### config.mk
export PLATFORM = sky130hd
export DESIGN_NAME = spec_frame_packer
export DESIGN_NICKNAME = d
export VERILOG_FILES = /design/src/rtl/spf_pkg.sv /design/src/rtl/spf_lane_packer.sv /design/src/rtl/spf_frame_seq.sv /design/src/rtl/spf_trailer.sv /design/src/rtl/spec_frame_packer.sv
export SDC_FILE = /design/constraint.sdc
export NUM_CORES = 1
export LEC_CHECK = 0
export BUFFER_PORTS_ARGS = -buffer_cell sky130_fd_sc_hd__buf_2
export CAP_MARGIN = 20
export CORE_MARGIN = 2
export CORE_UTILIZATION = 54
export CTS_CLUSTER_SIZE = 30
export DETAILED_ROUTE_END_ITERATION = 8
export GPL_ROUTABILITY_DRIVEN = 0
export PLACE_DENSITY = 0.78
export SYNTH_ARGS = -nofsm -noshare
export SYNTH_HDL_FRONTEND = slang
export SYNTH_SLANG_ARGS = --single-unit
export TNS_END_PERCENT = 5
### constraint.sdc
create_clock -name clk -period 2.2 [get_ports clk]
set_input_delay 0.11 -clock clk [delete_from_list [all_inputs] [get_ports clk]]
set_output_delay 0.11 -clock clk [all_outputs]
set_load 0.03 [all_outputs]
### src/rtl/spf_pkg.sv
package spf_pkg;
   typedef enum logic [1:0] {
      PK_IDLE = 2'd0,
      PK_PAY  = 2'd1,
      PK_CNT  = 2'd2,
      PK_STS  = 2'd3
   } pk_state_e;

   localparam int FLAG_SYNC = 0;
   localparam int FLAG_OVF  = 1;
   localparam int FLAG_UDF  = 2;
   localparam int NFLAGS    = 3;
endpackage

### src/rtl/spf_lane_packer.sv
module spf_lane_packer #(
   parameter int SAMP_W = 8,
   parameter int LANES  = 8
) (
   input  logic                      clk,
   input  logic                      rst_n,
   input  logic                      take,
   input  logic [SAMP_W-1:0]         sample,
   output logic                      word_fire,
   output logic [SAMP_W*LANES-1:0]   word
);
   localparam int LW = (LANES > 1) ? $clog2(LANES) : 1;

   logic [LW-1:0]     lane_q;
   logic [SAMP_W-1:0] hold_q [LANES];

   always_ff @(posedge clk) begin
      if (!rst_n) lane_q <= '0;
      else if (take) lane_q <= (lane_q == LW'(LANES-1)) ? '0 : lane_q + 1'b1;
   end

   assign word_fire = take && (lane_q == LW'(LANES-1));

   for (genvar i = 0; i < LANES; i++) begin : g_lane
      always_ff @(posedge clk) begin
         if (!rst_n) hold_q[i] <= '0;
         else if (take && lane_q == LW'(i)) hold_q[i] <= sample;
      end
      if (i == LANES-1) begin : g_top
         assign word[i*SAMP_W +: SAMP_W] = sample;
      end else begin : g_low
         assign word[i*SAMP_W +: SAMP_W] = hold_q[i];
      end
   end
endmodule

### src/rtl/spf_frame_seq.sv
module spf_frame_seq
   import spf_pkg::*;
#(
   parameter int CNT_W  = 8,
   parameter int FRM_FS = 32,
   parameter int FRM_TI = 40
) (
   input  logic       clk,
   input  logic       rst_n,
   input  logic       full_stokes,
   input  logic       in_valid,
   input  logic       in_sos,
   output logic       in_ready,
   output logic       take,
   output pk_state_e  state
);
   pk_state_e         st_q;
   logic              mode_q;
   logic [CNT_W-1:0]  pl_cnt_q;
   logic              mode_now;
   logic [CNT_W-1:0]  frm_len;
   logic              last_samp;

   assign in_ready  = (st_q == PK_IDLE) || (st_q == PK_PAY);
   assign take      = in_valid && in_ready && ((st_q == PK_PAY) || in_sos);
   assign mode_now  = (st_q == PK_IDLE) ? full_stokes : mode_q;
   assign frm_len   = mode_now ? CNT_W'(FRM_FS) : CNT_W'(FRM_TI);
   assign last_samp = take && (pl_cnt_q == frm_len - 1'b1);
   assign state     = st_q;

   always_ff @(posedge clk) begin
      if (!rst_n) begin
         st_q     <= PK_IDLE;
         mode_q   <= 1'b0;
         pl_cnt_q <= '0;
      end else begin
         if (take && st_q == PK_IDLE) mode_q <= full_stokes;
         if (last_samp)  pl_cnt_q <= '0;
         else if (take)  pl_cnt_q <= pl_cnt_q + 1'b1;
         case (st_q)
            PK_IDLE: if (last_samp) st_q <= PK_CNT;
                     else if (take) st_q <= PK_PAY;
            PK_PAY:  if (last_samp) st_q <= PK_CNT;
            PK_CNT:  st_q <= PK_STS;
            default: st_q <= PK_IDLE;
         endcase
      end
   end
endmodule

### src/rtl/spf_trailer.sv
module spf_trailer
   import spf_pkg::*;
#(
   parameter int WORD_W = 64
) (
   input  logic              clk,
   input  logic              rst_n,
   input  logic              sts_cycle,
   input  logic              ev_sync,
   input  logic              ev_ovf,
   input  logic              ev_udf,
   output logic [WORD_W-1:0] frame_cnt,
   output logic [WORD_W-1:0] status_word
);
   logic [NFLAGS-1:0] flags_q;
   logic [NFLAGS-1:0] ev_now;

   always_comb begin
      ev_now            = '0;
      ev_now[FLAG_SYNC] = ev_sync;
      ev_now[FLAG_OVF]  = ev_ovf;
      ev_now[FLAG_UDF]  = ev_udf;
   end

   always_ff @(posedge clk) begin
      if (!rst_n) begin
         flags_q   <= '0;
         frame_cnt <= '0;
      end else if (sts_cycle) begin
         flags_q   <= ev_now;
         frame_cnt <= frame_cnt + 1'b1;
      end else begin
         flags_q   <= flags_q | ev_now;
      end
   end

   if (WORD_W > NFLAGS) begin : g_pad
      assign status_word = {{(WORD_W-NFLAGS){1'b0}}, flags_q};
   end else begin : g_nopad
      assign status_word = flags_q[WORD_W-1:0];
   end
endmodule

### src/rtl/spec_frame_packer.sv
module spec_frame_packer
   import spf_pkg::*;
#(
   parameter int SAMP_W      = 8,
   parameter int WORD_W      = 64,
   parameter int NCHAN       = 2048,
   parameter int MAX_SAMPLES = 8192
) (
   input  logic              clk,
   input  logic              rst_n,
   input  logic              full_stokes,
   input  logic              in_valid,
   input  logic [SAMP_W-1:0] in_data,
   input  logic              in_sos,
   output logic              in_ready,
   input  logic              ev_sync,
   input  logic              ev_ovf,
   input  logic              ev_udf,
   output logic              out_valid,
   output logic [WORD_W-1:0] out_data,
   output logic              out_last
);
   localparam int LANES   = WORD_W / SAMP_W;
   localparam int SPEC_FS = NCHAN * 4;
   localparam int SPEC_TI = NCHAN * 2;
   localparam int FRM_FS  = (MAX_SAMPLES / SPEC_FS) * SPEC_FS;
   localparam int FRM_TI  = (MAX_SAMPLES / SPEC_TI) * SPEC_TI;
   localparam int CNT_W   = $clog2(MAX_SAMPLES + 1);

   if (SAMP_W != 8) begin : g_bad_samp
      $error("spec_frame_packer: SAMP_W must be 8");
   end
   if (WORD_W % SAMP_W != 0 || LANES < 2) begin : g_bad_word
      $error("spec_frame_packer: WORD_W must hold two or more whole samples");
   end
   if (SPEC_TI % LANES != 0) begin : g_bad_chan
      $error("spec_frame_packer: spectra must fill whole output words");
   end
   if (MAX_SAMPLES < SPEC_FS) begin : g_bad_max
      $error("spec_frame_packer: payload budget below one spectrum");
   end

   logic              take;
   pk_state_e         state;
   logic              word_fire;
   logic [WORD_W-1:0] word;
   logic [WORD_W-1:0] frame_cnt;
   logic [WORD_W-1:0] status_word;

   spf_frame_seq #(
      .CNT_W (CNT_W),
      .FRM_FS(FRM_FS),
      .FRM_TI(FRM_TI)
   ) u_seq (
      .clk        (clk),
      .rst_n      (rst_n),
      .full_stokes(full_stokes),
      .in_valid   (in_valid),
      .in_sos     (in_sos),
      .in_ready   (in_ready),
      .take       (take),
      .state      (state)
   );

   spf_lane_packer #(
      .SAMP_W(SAMP_W),
      .LANES (LANES)
   ) u_pack (
      .clk      (clk),
      .rst_n    (rst_n),
      .take     (take),
      .sample   (in_data),
      .word_fire(word_fire),
      .word     (word)
   );

   spf_trailer #(
      .WORD_W(WORD_W)
   ) u_trl (
      .clk        (clk),
      .rst_n      (rst_n),
      .sts_cycle  (state == PK_STS),
      .ev_sync    (ev_sync),
      .ev_ovf     (ev_ovf),
      .ev_udf     (ev_udf),
      .frame_cnt  (frame_cnt),
      .status_word(status_word)
   );

   always_ff @(posedge clk) begin
      if (!rst_n) begin
         out_valid <= 1'b0;
         out_data  <= '0;
         out_last  <= 1'b0;
      end else begin
         out_valid <= word_fire || (state == PK_CNT) || (state == PK_STS);
         out_last  <= (state == PK_STS);
         if (word_fire)              out_data <= word;
         else if (state == PK_CNT)   out_data <= frame_cnt;
         else if (state == PK_STS)   out_data <= status_word;
      end
   end
endmodule

# [Word level (Yosys, flattened, before mapping)]
# Memories as Yosys holds them, arrays and structs flattened.
# Cells that the tools add are included.
[word_totals] memories=1 ff_bits=152 word_cells=97 inputBits=16 ram_bits=64 output_inout_bits=67
[op_classes] n_bitwise=10 muxes=42 n_eq_ne=13 reduce_logical=20 n_addsub=3
[memory_table] name="u_pack.hold_q" words=8 word_bits=8 read_ports=7 rd_ports_with_merged_regs=0 wr=8 line_no="spf_lane_packer.sv:15" rtl="logic [SAMP_W-1:0] hold_q [LANES];"
[op_table] op="64-bit 2-to-1 mux" n=3
[op_table] op="64-bit by 1-bit adder with 64-bit output (second input constant)" n=1
[op_table] op="8-bit 2-to-1 mux" n=8
[op_table] op="1-bit 2-to-1 mux" n=25
[op_table] op="14-bit by 1-bit adder with 14-bit output (second input constant)" n=1
[op_table] op="14-bit by 13-bit equality test with 1-bit output (second input constant)" n=1
[op_table] op="3-bit equality test (second input constant)" n=4
[op_table] op="1-bit logical AND" n=11
[op_table] op="1-bit bitwise OR" n=8
[op_table] op="3-bit by 2-bit equality test with 1-bit output (second input constant)" n=2
[op_table] op="2-bit 2-to-1 mux" n=3
[op_table] op="3-bit 2-to-1 mux" n=2
[op_table] op="2-bit one-hot mux with 3 select lines" n=1
[op_table] op="2-bit equality test (second input constant)" n=2
[op_table] op="1-bit logical OR" n=4
[op_table] op="3-bit by 1-bit adder with 3-bit output (second input constant)" n=1
[op_table] op="3-bit by 1-bit equality test with 1-bit output (second input constant)" n=1
[op_table] op="3-bit zero test" n=1
[op_table] op="3-bit by 1-bit != test with 1-bit output (second input constant)" n=1
[op_table] op="3-bit bitwise OR" n=1
[op_table] op="3-bit nonzero test" n=1
[op_table] op="2-bit by 1-bit equality test with 1-bit output (second input constant)" n=1
[op_table] op="2-bit zero test" n=1
[op_table] op="2-bit by 1-bit != test with 1-bit output (second input constant)" n=1
[op_table] op="other kinds (3)" n=3

# [Logic depth before layout (Yosys ltp)]
# Gate-level depths: netlist of the first run.
[logic_depth] depth_word=9 ltp_mapped=9

# [By module]
# A second synthesis of the first run with hierarchy kept.
[unflattened] hier_cells=1073 hier_area_um2=10840.4
[by_module_without_submodules] mod="spec_frame_packer" seq_area_each_um2=1321.3 cells_each=370 instances=1 area_per_inst_um2=3916.3
[by_module_without_submodules] mod="spf_trailer" seq_area_each_um2=1341.3 cells_each=445 instances=1 area_per_inst_um2=3687.3
[by_module_without_submodules] mod="spf_lane_packer" seq_area_each_um2=1741.7 cells_each=166 instances=1 area_per_inst_um2=2447.3
[by_module_without_submodules] mod="spf_frame_seq" seq_area_each_um2=320.3 cells_each=92 instances=1 area_per_inst_um2=789.5

# [Worst setup path after synthesis of the first run]
# No wires, ideal clock.
[synth_path] path_type="flip-flop to flip-flop" startpoint="reg u_seq.st_q[0] (netlist: u_seq.state[0])" endpoint="reg out_data[23]" required_time_ns=2.063 setup_ns=0.137 path_stages_with_launch=10 setup_slack_ns=-0.004 t_arrival_ns=2.067 path_cell_list="dfxtp_1 inv_1 ha_1 a21o_1 and2_1 buf_2 nand2_1 clkbuf_1 clkbuf_1 a211oi_1"
[synth_via] elab_chain_cells=6 elab_cells_between_ends=12 classes_between="eq/ne (3); mux (2); reduce/logical (7)"
[synth_lines] element="start: declaration" line_no="spf_frame_seq.sv:17" rtl="pk_state_e st_q;"
[synth_lines] element="start signal: assignment" line_no="spf_frame_seq.sv:33" rtl="st_q <= PK_IDLE;"
[synth_lines] element="start signal: assignment" line_no="spf_frame_seq.sv:41" rtl="PK_IDLE: if (last_samp) st_q <= PK_CNT;"
[synth_lines] element="start signal: assignment" line_no="spf_frame_seq.sv:42" rtl="else if (take) st_q <= PK_PAY;"
[synth_lines] element="2-bit by 1-bit equality test with 1-bit output / 2-bit zero test (equally long branches)"
[synth_lines] element="1-bit logical OR" line_no="spf_frame_seq.sv:24" rtl="assign in_ready = (st_q == PK_IDLE) || (st_q == PK_PAY);"
[synth_lines] element="1-bit logical AND (2 in a row)" line_no="spf_frame_seq.sv:25" rtl="assign take = in_valid && in_ready && ((st_q == PK_PAY) || in_sos);"
[synth_lines] element="1-bit logical AND" line_no="spf_lane_packer.sv:22" rtl="assign word_fire = take && (lane_q == LW'(LANES-1));"
[synth_lines] element="3-bit nonzero test (no source line) / 64-bit 2-to-1 mux (equally long branches)"
[synth_lines] element="end signal: assignment" line_no="spec_frame_packer.sv:98" rtl="if (word_fire) out_data <= word;"
[synth_lines] element="end signal: assignment" line_no="spec_frame_packer.sv:99" rtl="else if (state == PK_CNT) out_data <= frame_cnt;"
[synth_lines] element="end signal: assignment" line_no="spec_frame_packer.sv:100" rtl="else if (state == PK_STS) out_data <= status_word;"
[synth_lines] element="end: declaration" line_no="spec_frame_packer.sv:20" rtl="output logic [WORD_W-1:0] out_data,"
# Several ways; a longest one is shown, not always the timed one.
# A chain may end at the register's enable or synchronous reset.

# [Worst setup path after layout of the first run]
[layout_path] startpoint="reg u_seq.st_q[0] (netlist: u_seq.state[0])" endpoint="reg u_seq.st_q[0] (netlist: u_seq.state[0])"
[layout_via] elab_chain_cells=7 elab_cells_between_ends=13 classes_between="eq/ne (4); mux (2); reduce/logical (7)"
[layout_lines] element="2-bit by 1-bit equality test with 1-bit output / 2-bit zero test (equally long branches)"
[layout_lines] element="1-bit logical OR" line_no="spf_frame_seq.sv:24"
[layout_lines] element="1-bit logical AND (2 in a row)" line_no="spf_frame_seq.sv:25"
[layout_lines] element="1-bit logical AND" line_no="spf_frame_seq.sv:28" rtl="assign last_samp = take && (pl_cnt_q == frm_len - 1'b1);"
[layout_lines] element="2-bit 2-to-1 mux (tied with other cells)" line_no="spf_frame_seq.sv:41"
[layout_lines] element="2-bit one-hot mux with 3 select lines / 2-bit AND reduction (equally long branches)"
# Several ways; a longest one is shown, not always the timed one.

==> impl_metrics.tcl, run 1 <==
set metrics [dict create \
    slowest_delay_ns 0.42 \
    ys_ff_latch 208 \
    syn_inst 1016 \
    drc 0 \
    timing.hold.ws_ns 0.0499 \
    drive_gt1_frac 0.195 \
    crit_arrival_ns 2.57 \
    port_buffers 81 \
    initial_utilization 0.552 \
    rows 48 \
    drt_iter0_markers 765 \
    p_switching_mw 2.32 \
    antenna_cells 0 \
    wl_per_cell_um 17.9 \
    hold_viol_final 0 \
    grt_overflow_total 0 \
    dieArea_sq_um 18700 \
    layout.nets 1162 \
    die_x_um 137 \
    final_cell_mix "dfxtp_1 (148), nor2_1 (122), a21oi_1 (98)" \
    swShare 0.255 \
    clk_latency_ns 0.50 \
    final-setup-viol-count 0 \
    crit_required_ns 2.57 \
    fin_crit_sh 1.00 \
    track_usage 0.259 \
    synth_async_sr_flop_share 0 \
    peakVddDrop_mv 0.533 \
    cts.htree.levels 1 \
    syn_to_final_growth_pct 21.1 \
    rsz0062_at_grt "yes" \
    clock.fmax_mhz 455 \
    cellInternalPower_mw 6.80 \
    cts_sinks 208 \
    p_leak_nw 4.53 \
    clock_power_share 0.428 \
    wl_um 24600 \
    r2r_slack_ns 0.0008 \
    setup_tns_ns 0 \
    core_sq_um 17200 \
    layout_commonest_cell "dfxtp_1" \
    crit_chain "buf_4 > inv_1 > ha_2 > a21oi_2 > or3b_4 > nor4b_4 > nor3_1 > a2111oi_1" \
    seqPwrFrac 0.456 \
    end_kind "flip-flop" \
    grt_pass1_wl_um 38200 \
    grt_pass1_vias 7597 \
    report.final.slew_viol_count 0 \
    path_max_fanout 5 \
    period_needed_ns 2.20 \
    cts_buffer_depth 3 \
    avgSynthCellArea_sq_um 9.36 \
    ant_nets 0 \
    p_per_area_nw_per_um2 792 \
    ys_warn_count 0 \
    outcome "finished, final reports clean" \
    fillers 1326 \
    grt_antenna_before_repair 2 \
    combPwrFrac 0.116 \
    cap_violations 0 \
    first_pass_iters 8 \
    syn_nets 1045 \
    crit_path_start_kind "flip-flop" \
    crit_slowest_cell "nor4b_4" \
    hpwl_um 15900 \
    hold_path_class "in -> reg" \
    grt_max_degree 50 \
    cts_root_buffer "clkbuf_16" \
    synth_area_sq_um 9510 \
    vias_per_cell 5.95 \
    multi_input_area_sq_um 4550 \
    fin_worst_skew_ns 0.0129 \
    ys_seq_area_frac 0.497 \
    critPathKind "reg -> reg" \
    numCtsBuffers 22 \
    tightest_slew_ns 0.562 \
    synth_edf_count 56 \
    area.sequential_sq_um 4730 \
    synth-main-ff-cell "dfxtp_1" \
    die_y_um 137 \
    cts_tree "built" \
    ios 83 \
    relSlewSlack 0.625 \
    num_vias 8179 \
    clk_pin_slew_ns 0.06 \
    ys_types 49 \
]
cells in the mapped netlist, types with 4 or more instances:
| cell type | n | share of area |
|---|---|---|
| dfxtp_1 | 152 | 0.32 |
| nor2_1 | 123 | 0.049 |
| a21oi_1 | 100 | 0.053 |
| nor3b_1 | 63 | 0.050 |
| a211oi_1 | 62 | 0.049 |
| and2_1 | 60 | 0.039 |
| clkbuf_1 | 59 | 0.023 |
| edfxtp_1 | 56 | 0.18 |
| nand2_1 | 51 | 0.020 |
| nand3_1 | 28 | 0.015 |
| xor2_1 | 26 | 0.024 |
| nand4_1 | 23 | 0.015 |
| o21ai_0 | 22 | 0.012 |
| or3_1 | 22 | 0.014 |
| inv_1 | 19 | 0.0075 |
| and3_1 | 18 | 0.012 |
| ha_1 | 13 | 0.017 |
| xnor2_1 | 13 | 0.012 |
| and4_1 | 11 | 0.010 |
| mux2i_1 | 10 | 0.011 |
| nor3_1 | 9 | 0.0047 |
| nor4_1 | 8 | 0.0053 |
| buf_2 | 6 | 0.0032 |
| o31ai_1 | 6 | 0.0047 |
| or4_1 | 6 | 0.0047 |
| nand2b_1 | 5 | 0.0033 |
| o21a_1 | 5 | 0.0039 |
| a21o_1 | 4 | 0.0032 |
| buf_1 | 4 | 0.0016 |
| o41ai_1 | 4 | 0.0037 |
critical path, delay by kind of cell, from the launching register on:
| kind | cells | cell delay (ns) |
|---|---|---|
| flip-flops | 1 | 0.33 |
| buffers and inverters | 2 | 0.21 |
| AND/OR/NAND/NOR | 3 | 0.91 |
| adder cells (fa/ha/maj) | 1 | 0.20 |
| AO/OA/AOI/OAI | 2 | 0.43 |
per-layer routing:
metal  global-route usage  up-vias  part of all wire
met5                    0        -            0.0016
met4               0.0984        2             0.025
met1                0.346     3935              0.43
met3               0.0444       50             0.069
li1                     -     3891                 -
met2                0.421      301              0.47
area by class of cell:
class | instances | share of cell area
multi-input combinational | 722 | 0.395
sequential | 208 | 0.411
clock inverter | 11 | 0.0118
timing repair buffer | 160 | 0.0969
inverter | 19 | 0.00641
tap | 225 | 0.0244
clock buffer | 29 | 0.0545
metrics by stage:
step	util	instances	worst slack (ns)	instance area, sq um	power, mW
6_report	0.668	1374	0.000840	11500	9.12
5_1_grt	0.668	1374	-0.0519	11500	9.39
4_1_cts	0.661	1366	-0.0118	11400	9.11
3_5_place_dp	0.614	1322	0.00450	10600	5.25
3_3_place_gp	0.614	1322	0.0355	10600	5.22
2_1_floorplan	-	1016	0.0942	9510	4.84
power groups by stage:
| stage | sequential (mW) | combinational [mW] | clock (mW) |
|---|---|---|---|
| 2_1_floorplan | 4.23 | 0.610 | 0 |
| 3_3_place_gp | 4.22 | 1.00 | 0 |
| 3_5_place_dp | 4.23 | 1.02 | 0 |
| 4_1_cts | 4.15 | 1.03 | 3.93 |
| 5_1_grt | 4.17 | 1.15 | 4.07 |
| 6_report | 4.16 | 1.06 | 3.90 |
logic make-up after synthesis:
family | Yosys count | share of synthesized area
AO/OA/AOI/OAI | 212 | 0.137
adder cells (fa/ha/maj) | 13 | 0.0171
XOR/XNOR | 39 | 0.0359
multiplexers | 10 | 0.0105
flip-flops | 208 | 0.497
AND/OR/NAND/NOR | 446 | 0.267
buffers and inverters | 88 | 0.0355
registers in the layout, indices dropped and copies added (netlist names):
signal and count:
out_data 64, out_valid 1, u_seq.state 2, u_trl.flags_q 3, u_pack.hold_q 56, u_pack.lane_q 3
out_last 1, u_trl.frame_cnt 64, u_seq.pl_cnt_q 14
final timing paths:
check | from | end | depth (start not counted)
worst max register to register | u_seq.state[0] | u_seq.state[0] | 8
worst min-delay path | in_data[4] | out_data[60] | 3
worst min register to register | u_seq.pl_cnt_q[1] | u_seq.pl_cnt_q[1] | 2
worst max-delay path | u_seq.state[0] | u_seq.state[0] | 8
what timing repair did:
action                     CTS  global route
setup endpoints to repair    5            63
pin swaps                    0             9
resized for setup            1            17
cloned                       0             2
hold buffers                 4             0
buffers inserted             0             6
hold endpoints to repair     4             0
Note: power is estimated with default switching activity, not from simulation.
==> run 2, diff against run 1 <==
--- a/config.mk
+++ b/config.mk
@@ -8,12 +8,13 @@
 export BUFFER_PORTS_ARGS = -buffer_cell sky130_fd_sc_hd__buf_2
 export CAP_MARGIN = 20
 export CORE_MARGIN = 2
-export CORE_UTILIZATION = 54
+export CORE_UTILIZATION = 50
 export CTS_CLUSTER_SIZE = 30
 export DETAILED_ROUTE_END_ITERATION = 8
 export GPL_ROUTABILITY_DRIVEN = 0
-export PLACE_DENSITY = 0.78
+export PLACE_DENSITY = 0.73
 export SYNTH_ARGS = -nofsm -noshare
 export SYNTH_HDL_FRONTEND = slang
+export SYNTH_HIERARCHICAL = 1
 export SYNTH_SLANG_ARGS = --single-unit
 export TNS_END_PERCENT = 5
==> run 2 against run 1 <==
Die area is 22% higher. Maximum frequency grew 2.2%. Clock skew decreased by 0.0053 ns. Final cell count up 6.6%. Global-route usage shrank 2.9 points. First-iteration DRC count decreased by 12%. Design area increased by 7.8%. Critical endpoint is now out_data[10]. Core utilization is 8.1 points lower. Non-clock buffer count fell by 19.
==> impl_metrics.tcl, run 2 <==
set metrics [dict create \
    outcome "finished, final reports clean" \
    drt_iter0_markers 671 \
    tightest_slew_ns 1.13 \
    end_kind "flip-flop" \
    peakVddDrop_mv 0.640 \
    wl_per_cell_um 18.3 \
    track_usage 0.230 \
    final_cell_mix "dfxtp_1 (148), nand3_1 (93), buf_2 (80)" \
    ys_seq_area_frac 0.436 \
    die_x_um 151 \
    fillers 1774 \
    p_per_area_nw_per_um2 836 \
    synth_area_sq_um 10800 \
    hpwl_um 17200 \
    timing.final.ws_setup_ns 0.0491 \
    cts_tree "built" \
    fin_cells 1464 \
    cts.htree.levels 1 \
    area.sequential_sq_um 4730 \
    grt_pass1_wl_um 41200 \
    grt_max_degree 66 \
    p_leak_nw 4.61 \
    yosysTopAreaCell "dfxtp_1" \
    port_buffers 81 \
    cts_sinks 208 \
    cts_buffer_depth 3 \
    avgSynthCellArea_sq_um 10.1 \
    first_pass_iters 5 \
    cap_violations 0 \
    ys_warn_count 6 \
    report.final.slew_viol_count 0 \
    layout.nets 1199 \
    dieArea_sq_um 22900 \
    fin_worst_skew_ns 0.00768 \
    vias_per_cell 5.60 \
    ys_types 54 \
    hold_path_class "in -> reg" \
    clk_latency_ns 0.50 \
    ios 83 \
    yosysTopAreaCellShare 0.281 \
    ys_ff_latch 208 \
    grt_overflow_total 0 \
    multi_input_area_sq_um 5520 \
    crit_required_ns 2.62 \
    wl_met3_um 1680 \
    synth_async_sr_flop_share 0 \
    path_max_fanout 26 \
    synth_edf_count 56 \
    utilization 0.587 \
    crit_arrival_ns 2.57 \
    post-place-cells 1415 \
    reg_top3 "out_data (64), u_trl/frame_cnt (64), u_pack/hold_q (56)" \
    rows 53 \
    synth-main-ff-cell "dfxtp_1" \
    core_sq_um 21200 \
    layout_commonest_cell "dfxtp_1" \
    dr_wl_met2_um 12900 \
    clk_pin_slew_ns 0.06 \
    yosys-top-cells-count "dfxtp_1 (152), nand3_1 (94), buf_4 (78)" \
    hold_depth 3 \
    relSlewSlack 0.248 \
    syn_inst 1073 \
    highest_layer "met4" \
    numCtsBuffers 23 \
    fin_crit_sh 0.978 \
    final-setup-viol-count 0 \
    period_needed_ns 2.15 \
    worstRegToRegCells 9 \
    grt_antenna_before_repair 1 \
    clock.fmax_mhz 465 \
    wl_um 26800 \
    num_vias 8205 \
    timing.hold.ws_ns 0.0958 \
    syn_to_final_growth_pct 14.5 \
    initial_utilization 0.512 \
    synthTopCellsByArea "dfxtp_1 (28%), edfxtp_1 (16%), o221ai_2 (8.3%)" \
    crit_path_start_kind "flip-flop" \
    hold_viol_final 0 \
    synth_most_common_cell "dfxtp_1" \
    drive_gt1_frac 0.225 \
    ant_nets 0 \
    place_ws_ns 0.0610 \
    m1WireLength_um 11500 \
    drc 0 \
    critPathKind "reg -> reg" \
    grt_pass1_vias 7900 \
    die_y_um 151 \
    total_power_mw 10.4 \
    cts_root_buffer "clkbuf_16" \
]
run 2: cell types whose count changed after synthesis, moves of 15 or more:
cell,previous run,this run
a211oi_1,62,0
a21oi_1,100,27
buf_2,6,21
buf_4,0,78
clkbuf_1,59,22
mux2i_1,10,69
nand2b_1,5,72
nand3_1,28,94
nor2_1,123,68
nor3b_1,63,1
o221ai_2,0,60
run 2: cell type report:
type,count,area share
Multi-Input combinational cell,779,0.445
Tap cell,275,0.0277
Sequential cell,208,0.381
Inverter,19,0.00575
Clock inverter,9,0.0136
Clock buffer,32,0.0516
Timing Repair Buffer,141,0.0751
Antenna cell,1,0.000202
run 2: cells by family after synthesis:
group	Yosys count	synth area share
AO/OA/AOI/OAI	138	0.126
buffers and inverters	146	0.0848
flip-flops	208	0.436
XOR/XNOR	44	0.0355
multiplexers	69	0.0637
adder cells (fa/ha/maj)	11	0.0127
AND/OR/NAND/NOR	456	0.241
other	1	0.000346
run 2: timing repair:
item                                   CTS  global route
buffers inserted                         0             1
endpoints found under the hold margin    3             0
resized for setup                        0            16
hold buffers                             3             0
setup endpoints to repair                0            63
run 2: stage by stage:
| stage | cell area (sq um) | setup TNS [ns] |
|---|---|---|
| global placement | 11500 | 0 |
| finish | 12400 | 0 |
| detailed placement | 11500 | 0 |
| global route | 12400 | -0.127 |
| CTS | 12300 | 0 |
| floorplan | 11100 | -1.44 |
run 2: where the power goes:
part / total, mW / switching [mW] / internal (mW) / leakage, nW
Clock: 4.14 / 1.52 / 2.61 / 0.395
Sequential: 4.27 / 0.129 / 4.14 / 1.81
Combinational: 1.97 / 1.20 / 0.768 / 2.40
Total: 10.4 / 2.85 / 7.52 / 4.61
run 2: critical path, cell delays in order, from the launching register on:
cell and delay (ns):
dfxtp_2 0.40, inv_1 0.09, ha_1 0.24, a21oi_4 0.19, nor2b_2 0.08, and2_2 0.19, nand3b_1 0.24, buf_6 0.21
buf_12 0.17, o221ai_2 0.21
run 2: worst paths after layout:
| kind | startpoint | endpoint | slack, ns |
|---|---|---|---|
| worst min register to register | u_pack/hold_q[6][7] | out_data[55] | 0.48 |
| worst max-delay path | u_seq/state[1] | out_data[10] | 0.05 |
| worst min-delay path | in_data[3] | out_data[59] | 0.1 |
| worst max register to register | u_seq/state[1] | out_data[10] | 0.05 |
run 2: metal layers:
layer  global-route usage  vias to the layer above
met4               0.0748                        0
met3               0.0361                       48
met5                    0                        -
met1                0.306                     3957
met2                0.383                      242
li1                     -                     3958
